**config.mk**
```make
export PLATFORM = sky130hd
export DESIGN_NAME = burst_addr_seq
export DESIGN_NICKNAME = d
export VERILOG_FILES = /design/src/rtl/bas_pkg.sv /design/src/rtl/bas_rst_sync.sv /design/src/rtl/bas_beat_ctr.sv /design/src/rtl/bas_order_map.sv /design/src/rtl/burst_addr_seq.sv
export SDC_FILE = /design/constraint.sdc
export NUM_CORES = 1
export LEC_CHECK = 0
export ABC_CLOCK_PERIOD_IN_PS = 1160
export BUFFER_PORTS_ARGS = -buffer_cell sky130_fd_sc_hd__clkbuf_2
export CAP_MARGIN = 20
export CORE_ASPECT_RATIO = 1.4
export CORE_MARGIN = 2
export CORE_UTILIZATION = 35
export DETAILED_ROUTE_END_ITERATION = 6
export PLACE_DENSITY_LB_ADDON = 0.08
export RECOVER_POWER = 100
export SETUP_SLACK_MARGIN = 0.1
export SLEW_MARGIN = 20
export SYNTH_ARGS = -nofsm -noshare
export SYNTH_HDL_FRONTEND = slang
export SYNTH_SLANG_ARGS = --single-unit
```
**constraint.sdc**
```tcl
create_clock -name clk -period 1.16 [get_ports clk]
set_input_delay 0.058 -clock clk [delete_from_list [all_inputs] [get_ports clk]]
set_output_delay 0.058 -clock clk [all_outputs]
set_load 0.02 [all_outputs]
```
**src/rtl/bas_pkg.sv**
```systemverilog
package bas_pkg;
  // Decoded per-cycle command for the sequencer state
  typedef enum logic [1:0] {
    CMD_HOLD = 2'd0,
    CMD_STEP = 2'd1,
    CMD_LOAD = 2'd2
  } bas_cmd_e;

  // Start strobes win over advance; advance wins over hold
  function automatic bas_cmd_e decode_cmd(input logic sa_n, input logic sb_n,
                                          input logic adv_n);
    if (!sa_n || !sb_n) return CMD_LOAD;
    else if (!adv_n)    return CMD_STEP;
    else                return CMD_HOLD;
  endfunction
endpackage

```
**src/rtl/bas_rst_sync.sv**
```systemverilog
module bas_rst_sync #(
  parameter int STAGES = 2
) (
  input  logic clk,
  input  logic rst_n,
  output logic rst_sync_n
);
  logic [STAGES-1:0] chain_q;
  logic [STAGES-1:0] chain_d;

  always_comb begin
    chain_d[0] = 1'b1;
  end

  genvar g;
  generate
    for (g = 1; g < STAGES; g++) begin : g_shift
      always_comb chain_d[g] = chain_q[g-1];
    end
  endgenerate

  always_ff @(posedge clk or negedge rst_n) begin
    if (!rst_n) chain_q <= '0;
    else        chain_q <= chain_d;
  end

  assign rst_sync_n = chain_q[STAGES-1];
endmodule

```
**src/rtl/bas_beat_ctr.sv**
```systemverilog
module bas_beat_ctr
  import bas_pkg::*;
#(
  parameter int SEQ_W = 2
) (
  input  logic             clk,
  input  logic             rst_n,
  input  bas_cmd_e         cmd,
  output logic [SEQ_W-1:0] beat
);
  logic [SEQ_W-1:0] beat_q;
  logic [SEQ_W-1:0] beat_d;
  logic             beat_en;

  always_comb begin
    beat_en = (cmd != CMD_HOLD);
    beat_d  = beat_q;
    if (cmd == CMD_LOAD)      beat_d = '0;
    else if (cmd == CMD_STEP) beat_d = beat_q + 1'b1;
  end

  always_ff @(posedge clk or negedge rst_n) begin
    if (!rst_n)       beat_q <= '0;
    else if (beat_en) beat_q <= beat_d;
  end

  assign beat = beat_q;

  // a load always restarts at beat zero
  assert_beat_clear_R2: assert property (@(posedge clk) disable iff (!rst_n)
    (cmd == CMD_LOAD) |=> (beat == '0));

  // stepping past the last beat comes back to the first
  assert_beat_wrap_R8: assert property (@(posedge clk) disable iff (!rst_n)
    ((cmd == CMD_STEP) && (beat == {SEQ_W{1'b1}})) |=> (beat == '0));
endmodule

```
**src/rtl/bas_order_map.sv**
```systemverilog
module bas_order_map #(
  parameter int SEQ_W = 2
) (
  input  logic [SEQ_W-1:0] base_lo,
  input  logic [SEQ_W-1:0] beat,
  input  logic             order_sel,
  output logic [SEQ_W-1:0] seq_lo
);
  logic [SEQ_W-1:0] lin_lo;
  logic [SEQ_W-1:0] ilv_lo;

  // Linear: modulo-2^SEQ_W sum; interleaved: bitwise XOR
  assign lin_lo = base_lo + beat;

  genvar b;
  generate
    for (b = 0; b < SEQ_W; b++) begin : g_ilv
      assign ilv_lo[b] = base_lo[b] ^ beat[b];
    end
  endgenerate

  assign seq_lo = order_sel ? ilv_lo : lin_lo;
endmodule

```
**src/rtl/burst_addr_seq.sv**
```systemverilog
module burst_addr_seq
  import bas_pkg::*;
#(
  parameter int ADDR_W      = 17,
  parameter int SEQ_W       = 2,
  parameter int SYNC_STAGES = 2
) (
  input  logic              clk,
  input  logic              rst_n,
  input  logic [ADDR_W-1:0] ext_addr,
  input  logic              start_a_n,
  input  logic              start_b_n,
  input  logic              adv_n,
  input  logic              order_sel,
  output logic [ADDR_W-1:0] arr_addr
);
  localparam int HI_W = ADDR_W - SEQ_W;

  logic             rst_i_n;
  bas_cmd_e         cmd;
  logic [HI_W-1:0]  hi_q;
  logic [HI_W-1:0]  hi_d;
  logic [SEQ_W-1:0] base_lo_q;
  logic [SEQ_W-1:0] base_lo_d;
  logic             load_en;
  logic [SEQ_W-1:0] beat;
  logic [SEQ_W-1:0] seq_lo;

  bas_rst_sync #(.STAGES(SYNC_STAGES)) u_rst_sync (
    .clk        (clk),
    .rst_n      (rst_n),
    .rst_sync_n (rst_i_n)
  );

  always_comb begin
    cmd       = decode_cmd(start_a_n, start_b_n, adv_n);
    load_en   = (cmd == CMD_LOAD);
    hi_d      = ext_addr[ADDR_W-1:SEQ_W];
    base_lo_d = ext_addr[SEQ_W-1:0];
  end

  always_ff @(posedge clk or negedge rst_i_n) begin
    if (!rst_i_n) begin
      hi_q      <= '0;
      base_lo_q <= '0;
    end else if (load_en) begin
      hi_q      <= hi_d;
      base_lo_q <= base_lo_d;
    end
  end

  bas_beat_ctr #(.SEQ_W(SEQ_W)) u_beat (
    .clk   (clk),
    .rst_n (rst_i_n),
    .cmd   (cmd),
    .beat  (beat)
  );

  bas_order_map #(.SEQ_W(SEQ_W)) u_map (
    .base_lo   (base_lo_q),
    .beat      (beat),
    .order_sel (order_sel),
    .seq_lo    (seq_lo)
  );

  assign arr_addr = {hi_q, seq_lo};

  // either strobe captures the external address (beat 0 maps to base in both orders)
  assert_load_R2: assert property (@(posedge clk) disable iff (!rst_i_n)
    (!start_a_n || !start_b_n) |=> (arr_addr == $past(ext_addr)));

  // upper bits move only on a load
  assert_upper_R7: assert property (@(posedge clk) disable iff (!rst_i_n)
    (start_a_n && start_b_n) |=>
      (arr_addr[ADDR_W-1:SEQ_W] == $past(arr_addr[ADDR_W-1:SEQ_W])));

  // idle cycle keeps the address unless the order level moved
  assert_hold_R6: assert property (@(posedge clk) disable iff (!rst_i_n)
    (start_a_n && start_b_n && adv_n) |=>
      (!$stable(order_sel) || $stable(arr_addr)));
endmodule

```
==> summary.md <==
| Metric | Value |
|---|---|
| Total power | `1.492 mW` |
| Slew headroom | `0.6562` |
| Die ar. | `2824 um2` |
| Final HPWL DP | `1115 um` |
| Count of cell types in the netlist | `11` |
| First drt pass iteration count | `2` |
| Layout Nets | `138` |
| # setup viols final | `2` |
| Post-Synthesis Cells | `50` |
| Endpoints failing hold | `0` |
| Worst slew pin tran | `0.5156 ns` |
| Worst hold path class | `input port to async pin` |
| Fin util | `0.5516` |
| Met2 global-route usage | `0.2575` |
| # H-tree levels | `1` |
| Mapped Area | `843.3 um2` |
| Final Cycle Share | `1.167` |
| Syn. warnings | `0` |
| Core footprint | `2338 um2` |
| Die height | `62.08 um` |
| Worst Path Arrival | `1.30 ns` |
| Crit end category | `output port` |
| Placer Congestion | `0.6498` |
| Storage cell area | `525.5 um2` |
| Power density cells | `1157 nW/um2` |
| Vias in the first global route | `670` |
| CTS root buffer | `clkbuf_4` |
| Fillers | `199` |
| Max_cap viols | `0` |
| Leading area contributor after synthesis | `dfrtp_1` |
| Multi-input gate area | `312.8 um2` |
| Initial Utilization | `0.3606` |
| Sequential area share after synthesis | `0.6231` |
| CTS tree | `built` |
| Via density | `4.588` |
| Port Buffer Count | `39` |
| Gr ovfl total | `0` |
| Yosys reg bits | `21` |
| Area delta synth->final | `52.97%` |
| R2R cell count | `4` |
| Num CTS Buffers | `3` |
| Largest net degree at the start of global routing | `20` |
| CP required | `1.10 ns` |
| Clock Tree Buf Depth | `2` |
| Net Count, Synth | `74` |
| DRC errors left | `0` |
| Drt initial violations | `7` |
| Detail Route Antenna Nets | `0` |
| Reg clk slew, reported paths | `0.12 ns` |
| Final wirelength | `1707 um` |
| RSZ-0062 raised after global routing | `yes` |
| Fraction of layout cells with a size suffix above 1 | `0.4425` |
| P_leak | `0.6004 nW` |
| CTS sink cnt | `21` |
| Initial antenna violation count | `0` |
| GRT met1 Usage | `0.1436` |
| Gr usage total | `0.1398` |
| Slew Viols, Final | `0` |
| Ant. Diodes | `0` |
| Failing checks | `setup timing` |
| Final Critical Period | `1.354 ns` |
| Row cnt | `21` |
| GRT met3 Usage | `0.02023` |
| Synth area leaders | `dfrtp_1 62%, mux2_4 14%, mux2_2 12%` |
| Top cell type's share of synthesized area | `0.6231` |
| Worst Skew | `0.002235 ns` |
| Crit path launch type | `flip-flop` |
| Worst Hold Slack | `0.04988 ns` |
| WS Path Type | `flip-flop to output port` |
| Total number of vias | `624` |
| Critical-path maximum fanout | `2` |
| R2R setup slack | `0.19 ns` |
| Post-DR wirelength/cell | `12.55 um` |
| Top Usage Layer GRT | `met2` |
| Syn avg cell area | `16.87 um2` |
| Status | `complete, but fails checks` |
| Clk_lat worst skew | `0.30 ns` |
| First-pass GRT wire length | `2760 um` |
| Maximum vdd drop | `0.0006853 V` |
| Die Wd | `45.49 um` |
| Final worst-path setup slack | `-0.1940 ns` |
| Boundary Pins | `40` |
| FMAX | `738.6 MHz` |
## kinds of logic (layout without fill, tap and decap cells)
| family | after synthesis | after routing | synth area share |
|---|---|---|---|
| other cells | 1 | 1 | 0.004447 |
| flops | 21 | 21 | 0.6231 |
| fa+ha+maj | 1 | 1 | 0.01483 |
| mux | 17 | 17 | 0.2626 |
| simple gates | 6 | 6 | 0.04599 |
| buf+inv | 1 | 64 | 0.01780 |
| xor+xnor | 3 | 3 | 0.03116 |
## cell usage after synthesis
library cell and n:
buf_8 1, conb_1 1, dfrtp_1 21, ha_1 1, mux2_2 9, mux2_4 8
nand2_4 1, nor2_1 1, nor2b_1 3, nor3_1 1, xnor2_1 3
## worst max-delay path, cell delays in order (launching register included)
cell and delay (ns):
dfrtp_1 0.41, ha_2 0.18, nor2b_4 0.12, xnor2_2 0.12, clkbuf_8 0.16
## final timing paths
path / start / end
worst max-delay path: u_beat.beat[0] / arr_addr[1]
worst min-delay path: rst_n / u_rst_sync.chain_q[0]
worst max register to register: u_beat.beat[0] / u_beat.beat[1]
worst min register to register: u_rst_sync.chain_q[1] / hi_q[6]
max in group asynchronous: u_rst_sync.chain_q[1] / hi_q[1]
min in group clk: adv_n / u_beat.beat[0]
## final cells by class
cell class | count | share of cell area
Sequential cell | 21 | 0.4074
Timing Repair Buffer | 60 | 0.3065
Multi-Input combinational cell | 28 | 0.2425
Tap cell | 23 | 0.02231
Clock buffer | 3 | 0.01746
Clock inverter | 1 | 0.003880
## metrics by stage
stage | instance area [um2] | setup TNS, ns | instances | setup slack, ns
finish | 1290 | -0.2608 | 136 | -0.1940
global route | 1290 | -0.3968 | 136 | -0.2697
CTS | 1318 | -0.3088 | 136 | -0.2268
detailed placement | 1075 | 0 | 113 | 0.1172
global placement | 1075 | 0 | 113 | 0.1369
floorplan | 850.8 | 0 | 50 | 0.1714
## cell usage in the layout, fill, tap and decap left out
cell type / n
mux2_2: 9
dfrtp_1: 21
dlygate4sd3_1: 18
nor2b_1: 1
mux2_1: 8
ha_2: 1
conb_1: 1
clkbuf_8: 2
clkbuf_2: 27
clkbuf_1: 12
nor2b_4: 2
clkbuf_4: 3
buf_4: 1
nor3_1: 1
nor2_1: 1
nand2_4: 1
clkinv_2: 1
xnor2_2: 3
## state kept, by name, summed over array words and instances, names as in the netlist
register            cells
hi_q                   15
base_lo_q               2
u_beat.beat             2
u_rst_sync.chain_q      2
## layer usage
metal / share of wire / wire length [um]
met1: 0.39 / 674
met2: 0.53 / 913
met3: 0.058 / 99
met4: 0.011 / 19
met5: 0 / 0
## report_power, final
part | switching (mW) | internal, mW
clock network | 0.223 | 0.128
logic | 0.158 | 0.168
registers | 0.0272 | 0.787
total | 0.409 | 1.08
## timing repair
| action | CTS | global route |
|---|---|---|
| endpoints found under the setup margin | 2 | 3 |
| endpoints found under the hold margin | 19 | 0 |
| pin swaps | 2 | 2 |
| hold buffers | 18 | 0 |
| buffers inserted | 1 | 1 |
| gates resized for setup | 7 | 4 |
No activity file was read; power rests on OpenSTA's default activity.
